`src/rtl/idLoaderPkg.sv`:
```
package idLoaderPkg;
  localparam int BYTE_W    = 8;
  localparam int NUM_BYTES = 8;
  localparam int NUM_IDS   = NUM_BYTES / 2;
  localparam int ID_W      = 2 * BYTE_W;
  localparam int IDX_W     = $clog2(NUM_BYTES);

  // Strobes from the sequencing control to the identity datapath
  typedef struct packed {
    logic             capture;        // store romData at byteSel
    logic             commitRom;      // publish fetched identifiers
    logic             commitDefault;  // publish default identifiers
    logic [IDX_W-1:0] byteSel;        // byte slot being fetched
  } ldStrobes_t;
endpackage

```
`src/rtl/idLoaderCtl.sv`:
```
module idLoaderCtl
  import idLoaderPkg::*;
#(
  parameter int                ROM_AW    = 16,
  parameter logic [ROM_AW-1:0] BASE_ADDR = '0,
  parameter int                TIMEOUT_W = 25
) (
  input  logic              clk,
  input  logic              rstN,
  input  logic              romValid,
  input  logic              vendorBlank,
  output logic              romReq,
  output logic [ROM_AW-1:0] romAddr,
  output ldStrobes_t        strobes,
  output logic              idReady,
  output logic              timedOut
);
  localparam logic [IDX_W-1:0] LAST_IDX = IDX_W'(NUM_BYTES - 1);

  typedef enum logic [1:0] {S_IDLE, S_FETCH, S_DONE} ldState_e;

  ldState_e             state;
  logic [IDX_W-1:0]     byteIdx;
  logic [TIMEOUT_W-1:0] deadlineCnt;
  logic                 timedOutQ;
  logic                 lastByte;
  logic                 deadlineHit;

  assign lastByte    = (state == S_FETCH) && romValid && (byteIdx == LAST_IDX);
  assign deadlineHit = (deadlineCnt == '1);

  always_ff @(posedge clk or negedge rstN) begin
    if (!rstN) begin
      state       <= S_IDLE;
      byteIdx     <= '0;
      deadlineCnt <= '0;
      timedOutQ   <= 1'b0;
    end else begin
      if (state != S_DONE) deadlineCnt <= deadlineCnt + 1'b1;
      unique case (state)
        S_IDLE:  state <= S_FETCH;
        S_FETCH: begin
          if (romValid) byteIdx <= byteIdx + 1'b1;
          if (lastByte) begin
            state <= S_DONE;
          end else if (deadlineHit) begin
            state     <= S_DONE;
            timedOutQ <= 1'b1;
          end
        end
        default: state <= S_DONE;
      endcase
    end
  end

  always_comb begin
    strobes               = '0;
    strobes.byteSel       = byteIdx;
    strobes.capture       = (state == S_FETCH) && romValid;
    strobes.commitRom     = lastByte && !vendorBlank;
    strobes.commitDefault = (lastByte && vendorBlank) ||
                            ((state == S_FETCH) && !lastByte && deadlineHit);
  end

  assign romReq   = (state == S_FETCH);
  assign romAddr  = BASE_ADDR + ROM_AW'(byteIdx);
  assign idReady  = (state == S_DONE);
  assign timedOut = timedOutQ;
endmodule

```
`src/rtl/idLoaderPath.sv`:
```
module idLoaderPath
  import idLoaderPkg::*;
#(
  parameter logic [15:0] DEF_VENDOR     = 16'h1D0F,
  parameter logic [15:0] DEF_DEVICE     = 16'h00A5,
  parameter logic [15:0] DEF_SUB_VENDOR = 16'h1D0F,
  parameter logic [15:0] DEF_SUB        = 16'h0001
) (
  input  logic              clk,
  input  logic              rstN,
  input  ldStrobes_t        strobes,
  input  logic [BYTE_W-1:0] romData,
  output logic              vendorBlank,
  output logic [ID_W-1:0]   vendorId,
  output logic [ID_W-1:0]   deviceId,
  output logic [ID_W-1:0]   subVendorId,
  output logic [ID_W-1:0]   subId
);
  localparam int STAGE_N = NUM_BYTES - 1;

  logic [BYTE_W-1:0] stage   [STAGE_N];
  logic [BYTE_W-1:0] allBytes[NUM_BYTES];
  logic [ID_W-1:0]   fetched [NUM_IDS];
  logic [ID_W-1:0]   defaults[NUM_IDS];
  logic [ID_W-1:0]   idReg   [NUM_IDS];

  assign defaults[0] = DEF_VENDOR;
  assign defaults[1] = DEF_DEVICE;
  assign defaults[2] = DEF_SUB_VENDOR;
  assign defaults[3] = DEF_SUB;

  // The final byte is taken straight off the bus on the commit edge
  for (genvar b = 0; b < STAGE_N; b++) begin : g_stage
    always_ff @(posedge clk or negedge rstN) begin
      if (!rstN) stage[b] <= '0;
      else if (strobes.capture && (strobes.byteSel == IDX_W'(b))) stage[b] <= romData;
    end
    assign allBytes[b] = stage[b];
  end
  assign allBytes[NUM_BYTES-1] = romData;

  for (genvar w = 0; w < NUM_IDS; w++) begin : g_word
    assign fetched[w] = {allBytes[2*w+1], allBytes[2*w]};
    always_ff @(posedge clk or negedge rstN) begin
      if (!rstN)                     idReg[w] <= '0;
      else if (strobes.commitRom)     idReg[w] <= fetched[w];
      else if (strobes.commitDefault) idReg[w] <= defaults[w];
    end
  end

  assign vendorBlank = (stage[0] == '1) && (stage[1] == '1);
  assign vendorId    = idReg[0];
  assign deviceId    = idReg[1];
  assign subVendorId = idReg[2];
  assign subId       = idReg[3];
endmodule

```
`src/rtl/idLoader.sv`:
```
module idLoader
  import idLoaderPkg::*;
#(
  parameter int                ROM_AW         = 16,
  parameter logic [ROM_AW-1:0] BASE_ADDR      = '0,
  parameter int                TIMEOUT_W      = 25,
  parameter logic [15:0]       DEF_VENDOR     = 16'h1D0F,
  parameter logic [15:0]       DEF_DEVICE     = 16'h00A5,
  parameter logic [15:0]       DEF_SUB_VENDOR = 16'h1D0F,
  parameter logic [15:0]       DEF_SUB        = 16'h0001
) (
  input  logic              clk,
  input  logic              rstN,
  output logic [ROM_AW-1:0] romAddr,
  output logic              romReq,
  input  logic [7:0]        romData,
  input  logic              romValid,
  input  logic              cfgRdReq,
  output logic              cfgRetry,
  output logic              cfgAck,
  output logic [15:0]       vendorId,
  output logic [15:0]       deviceId,
  output logic [15:0]       subVendorId,
  output logic [15:0]       subId,
  output logic              idReady,
  output logic              timedOut
);
  ldStrobes_t strobes;
  logic       vendorBlank;

  idLoaderCtl #(
    .ROM_AW(ROM_AW), .BASE_ADDR(BASE_ADDR), .TIMEOUT_W(TIMEOUT_W)
  ) u_ctl (
    .clk(clk), .rstN(rstN), .romValid(romValid), .vendorBlank(vendorBlank),
    .romReq(romReq), .romAddr(romAddr), .strobes(strobes),
    .idReady(idReady), .timedOut(timedOut)
  );

  idLoaderPath #(
    .DEF_VENDOR(DEF_VENDOR), .DEF_DEVICE(DEF_DEVICE),
    .DEF_SUB_VENDOR(DEF_SUB_VENDOR), .DEF_SUB(DEF_SUB)
  ) u_path (
    .clk(clk), .rstN(rstN), .strobes(strobes), .romData(romData),
    .vendorBlank(vendorBlank), .vendorId(vendorId), .deviceId(deviceId),
    .subVendorId(subVendorId), .subId(subId)
  );

  assign cfgRetry = cfgRdReq && !idReady;
  assign cfgAck   = cfgRdReq && idReady;
endmodule

```
`config.mk`:
```
export PLATFORM = sky130hd
export DESIGN_NAME = idLoader
export DESIGN_NICKNAME = d
export VERILOG_FILES = /design/src/rtl/idLoaderPkg.sv /design/src/rtl/idLoaderCtl.sv /design/src/rtl/idLoaderPath.sv /design/src/rtl/idLoader.sv
export SDC_FILE = /design/constraint.sdc
export NUM_CORES = 1
export LEC_CHECK = 0
export ABC_AREA = 1
export ABC_CLOCK_PERIOD_IN_PS = 4100
export BUFFER_PORTS_ARGS = -buffer_cell sky130_fd_sc_hd__clkbuf_2
export CORE_AREA = 2 2 99 139
export CTS_CLUSTER_DIAMETER = 80
export DETAILED_ROUTE_END_ITERATION = 10
export DIE_AREA = 0 0 101 141
export PLACE_DENSITY = 0.83
export SLEW_MARGIN = 25
export SYNTH_ARGS = -nofsm -noshare
export SYNTH_HDL_FRONTEND = slang
export SYNTH_SLANG_ARGS = --single-unit
```
`constraint.sdc`:
```
create_clock -name clk -period 4.1 [get_ports clk]
set_input_delay 0.41 -clock clk [delete_from_list [all_inputs] [get_ports clk]]
set_output_delay 0.41 -clock clk [all_outputs]
set_load 0.005 [all_outputs]
```
==> flow_metrics.tcl <==
set metrics [dict create \
    cts_resized 0 \
    hp-class "input port to async pin" \
    switching_power_mw 1.542 \
    fillers 1094 \
    yosysTopAreaCell "dfrtp_1" \
    finClkSkew_ps 8.810 \
    portBuffers 83 \
    crit_type "flop to flop" \
    n_antenna_cell 0 \
    grt_start_max_net_pins 106 \
    drv_cap 0 \
    cts_hold_buf 0 \
    internal-power_mw 3.290 \
    htreeDepth 4 \
    switching_share_pct 31.92 \
    postSynthAreaPerCell_um2 9.261 \
    synthDominantCellAreaShare_pct 54.11 \
    ys_warn_count 0 \
    start_util_pct 53.15 \
    synthesis.area_mm2 0.006983 \
    remaining_drc_errors 0 \
    finalCritPeriodShare_pct 68.17 \
    wire_per_inst_um 15.25 \
    yosysSeqAreaShare_pct 54.11 \
    timing.final.hold_violations 0 \
    area_growth_pct 12.95 \
    p_total_mw 4.832 \
    fmax_mhz 357.8 \
    seqCellArea_mm2 0.003779 \
    final_common_cell "nand2_1" \
    setup_viol_count_final 0 \
    r2r_end "u_path.vendorId[8]" \
    grt_pass1_wl_mm 25.27 \
    p_clk_share_pct 29.5 \
    synth_cell_types 26 \
    nNetsFinal 838 \
    die_y_um 141 \
    multiInputGateArea_mm2 0.002678 \
    powerDensity_mw_per_mm2 612.6 \
    gp_congestion 0.8289 \
    tritoncts "built" \
    setup_slack_ps 1305 \
    slew_violations 0 \
    end_kind "flop" \
    preCtsSetupSlack_ps 1355 \
    post-route-min-period_ps 2795 \
    gr-total-overflow 0 \
    crit_path_max_fanout 66 \
    reg2reg_from "u_ctl.byteIdx[1]" \
    crit_required_ps 4400 \
    dp_hpwl_mm 9.962 \
    yosys_register_bits 151 \
    wl_mm 15.07 \
    comb_power_share_pct 21.7 \
    dieWidth_um 101 \
    synth.area.top_cells "dfrtp_1, nand2_1, nand3_2, nand3_1, inv_1" \
    cts-buffers-inserted 17 \
    outcome "finished clean" \
    irDropWorstVdd_v 0.0003067 \
    drt_iter0_markers 494 \
    cts_setup_buffers 0 \
    leakage_nw 4.017 \
    r2r_setup_slack_ps 1310 \
    core-area_mm2 0.01314 \
    clock_sinks 151 \
    grt_antenna_before_repair 0 \
    final_cell_mix "nand2_1, dfrtp_1, nand3_1" \
    dr.pass1.iters 5 \
    grt_pass1_vias 5160 \
    grt_setup_unrepaired "false" \
    drive_gt1_share_pct 22.84 \
    num_rows 50 \
    ant_nets 0 \
    clockBufferDepth 2 \
    tightest_slew_ps 972.2 \
    vias_per_cell 5.261 \
    maxSlewHeadroom_pct 35.18 \
    dieArea_mm2 0.01424 \
    setup-tns-final_ps 0 \
    cts_root_buf "clkbuf_16" \
    clk_pin_slew_worst_paths_ps 60 \
    clock_latency_ps 420 \
    ios 97 \
    synthCells 754 \
    vias 5198 \
    grt_usage_pct 22.68 \
    seq_power_share_pct 48.8 \
    ff2ff_path_depth 8 \
    arrival_ps 3090 \
    cp-start-kind "flop" \
]
==> area by class of cell <==
type | count | area share (%)
Clock buffer | 22 | 6.012
Clock inverter | 10 | 0.9359
Tap cell | 156 | 2.475
Timing Repair Buffer | 88 | 5.822
Sequential cell | 151 | 47.91
Inverter | 61 | 2.903
Multi-Input combinational cell | 500 | 33.95
==> registers in the layout (all words and copies together), names as in the netlist <==
name,count
u_path.deviceId,16
u_ctl.deadlineCnt,25
u_path.subId,16
u_ctl.state,2
u_ctl.timedOut,1
u_ctl.byteIdx,3
u_path.vendorId,16
u_path.allBytes,56
u_path.subVendorId,16
==> per-layer routing <==
layer | wire (um) | track usage, %
met5 | 0 | 0
met3 | 659 | 5.553
met4 | 289 | 7.539
met2 | 7973 | 38.98
met1 | 6143 | 27.82
==> worst max-delay path, stage by stage (launching register included) <==
cell and delay (ps):
dfrtp_1 400, ha_1 200, ha_1 180, a21boi_1 100, nand3_4 90, buf_4 670, nand2_1 650, nand2_1 220
nand2_1 70
==> cell usage after synthesis <==
cell type	number
nand2_1	175
inv_1	59
mux2_2	1
a21boi_1	1
xor2_1	8
nor3_1	3
a21oi_1	28
nor3b_1	1
nor2_2	7
nor2_1	53
buf_2	11
clkbuf_1	10
nand4_1	12
nor2_4	7
conb_1	1
xnor2_1	10
nand3b_1	1
buf_6	6
dfrtp_1	151
ha_1	7
nand3_1	87
nand3_2	50
o21ai_0	32
nand2_2	4
inv_2	2
buf_4	27
==> cells by family (layout without fill, tap and decap cells) <==
| logic type | Yosys count | in the layout | synth area share, % |
|---|---|---|---|
| buffers and inverters | 115 | 181 | 8.475 |
| other | 1 | 13 | 0.05370 |
| AOI/OAI and AO/OA | 61 | 61 | 4.408 |
| muxes | 1 | 1 | 0.1612 |
| xor gates and xnor gates | 18 | 18 | 2.258 |
| and+or+nand+nor | 400 | 400 | 29.28 |
| adders and majority gates | 7 | 7 | 1.254 |
| DFF | 151 | 151 | 54.11 |
==> how the worst max path moves through the flow <==
| stage | end | startpoint |
|---|---|---|
| after floorplan | u_path.subVendorId[2] | u_ctl.byteIdx[0] |
| after global routing | u_path.vendorId[10] | u_ctl.byteIdx[1] |
| after global placement | u_path.subVendorId[12] | u_ctl.deadlineCnt[0] |
| after CTS | u_path.vendorId[8] | u_ctl.byteIdx[1] |
| after detailed placement | u_path.subVendorId[2] | u_ctl.byteIdx[1] |
| final | u_path.vendorId[8] | u_ctl.byteIdx[1] |
==> through the flow <==
step	cell area [um^2]	hold slack, ps	util, %	cells
floorplan	7028	114.4	-	766
global placement	7335	454.4	55.83	956
detailed placement	7340	473.9	55.87	956
CTS	7888	141.6	60.04	988
global route	7888	175.0	60.04	988
finish	7888	79.39	60.04	988
==> power by group through the flow <==
stage	clock, mW	sequential (mW)	combinational, mW
global placement	0	2.35	0.997
CTS	1.44	2.36	1.07
detailed placement	0	2.37	1.05
global route	1.51	2.42	1.22
floorplan	0	2.30	0.651
finish	1.42	2.36	1.05
(Power assumes the default switching activity.)
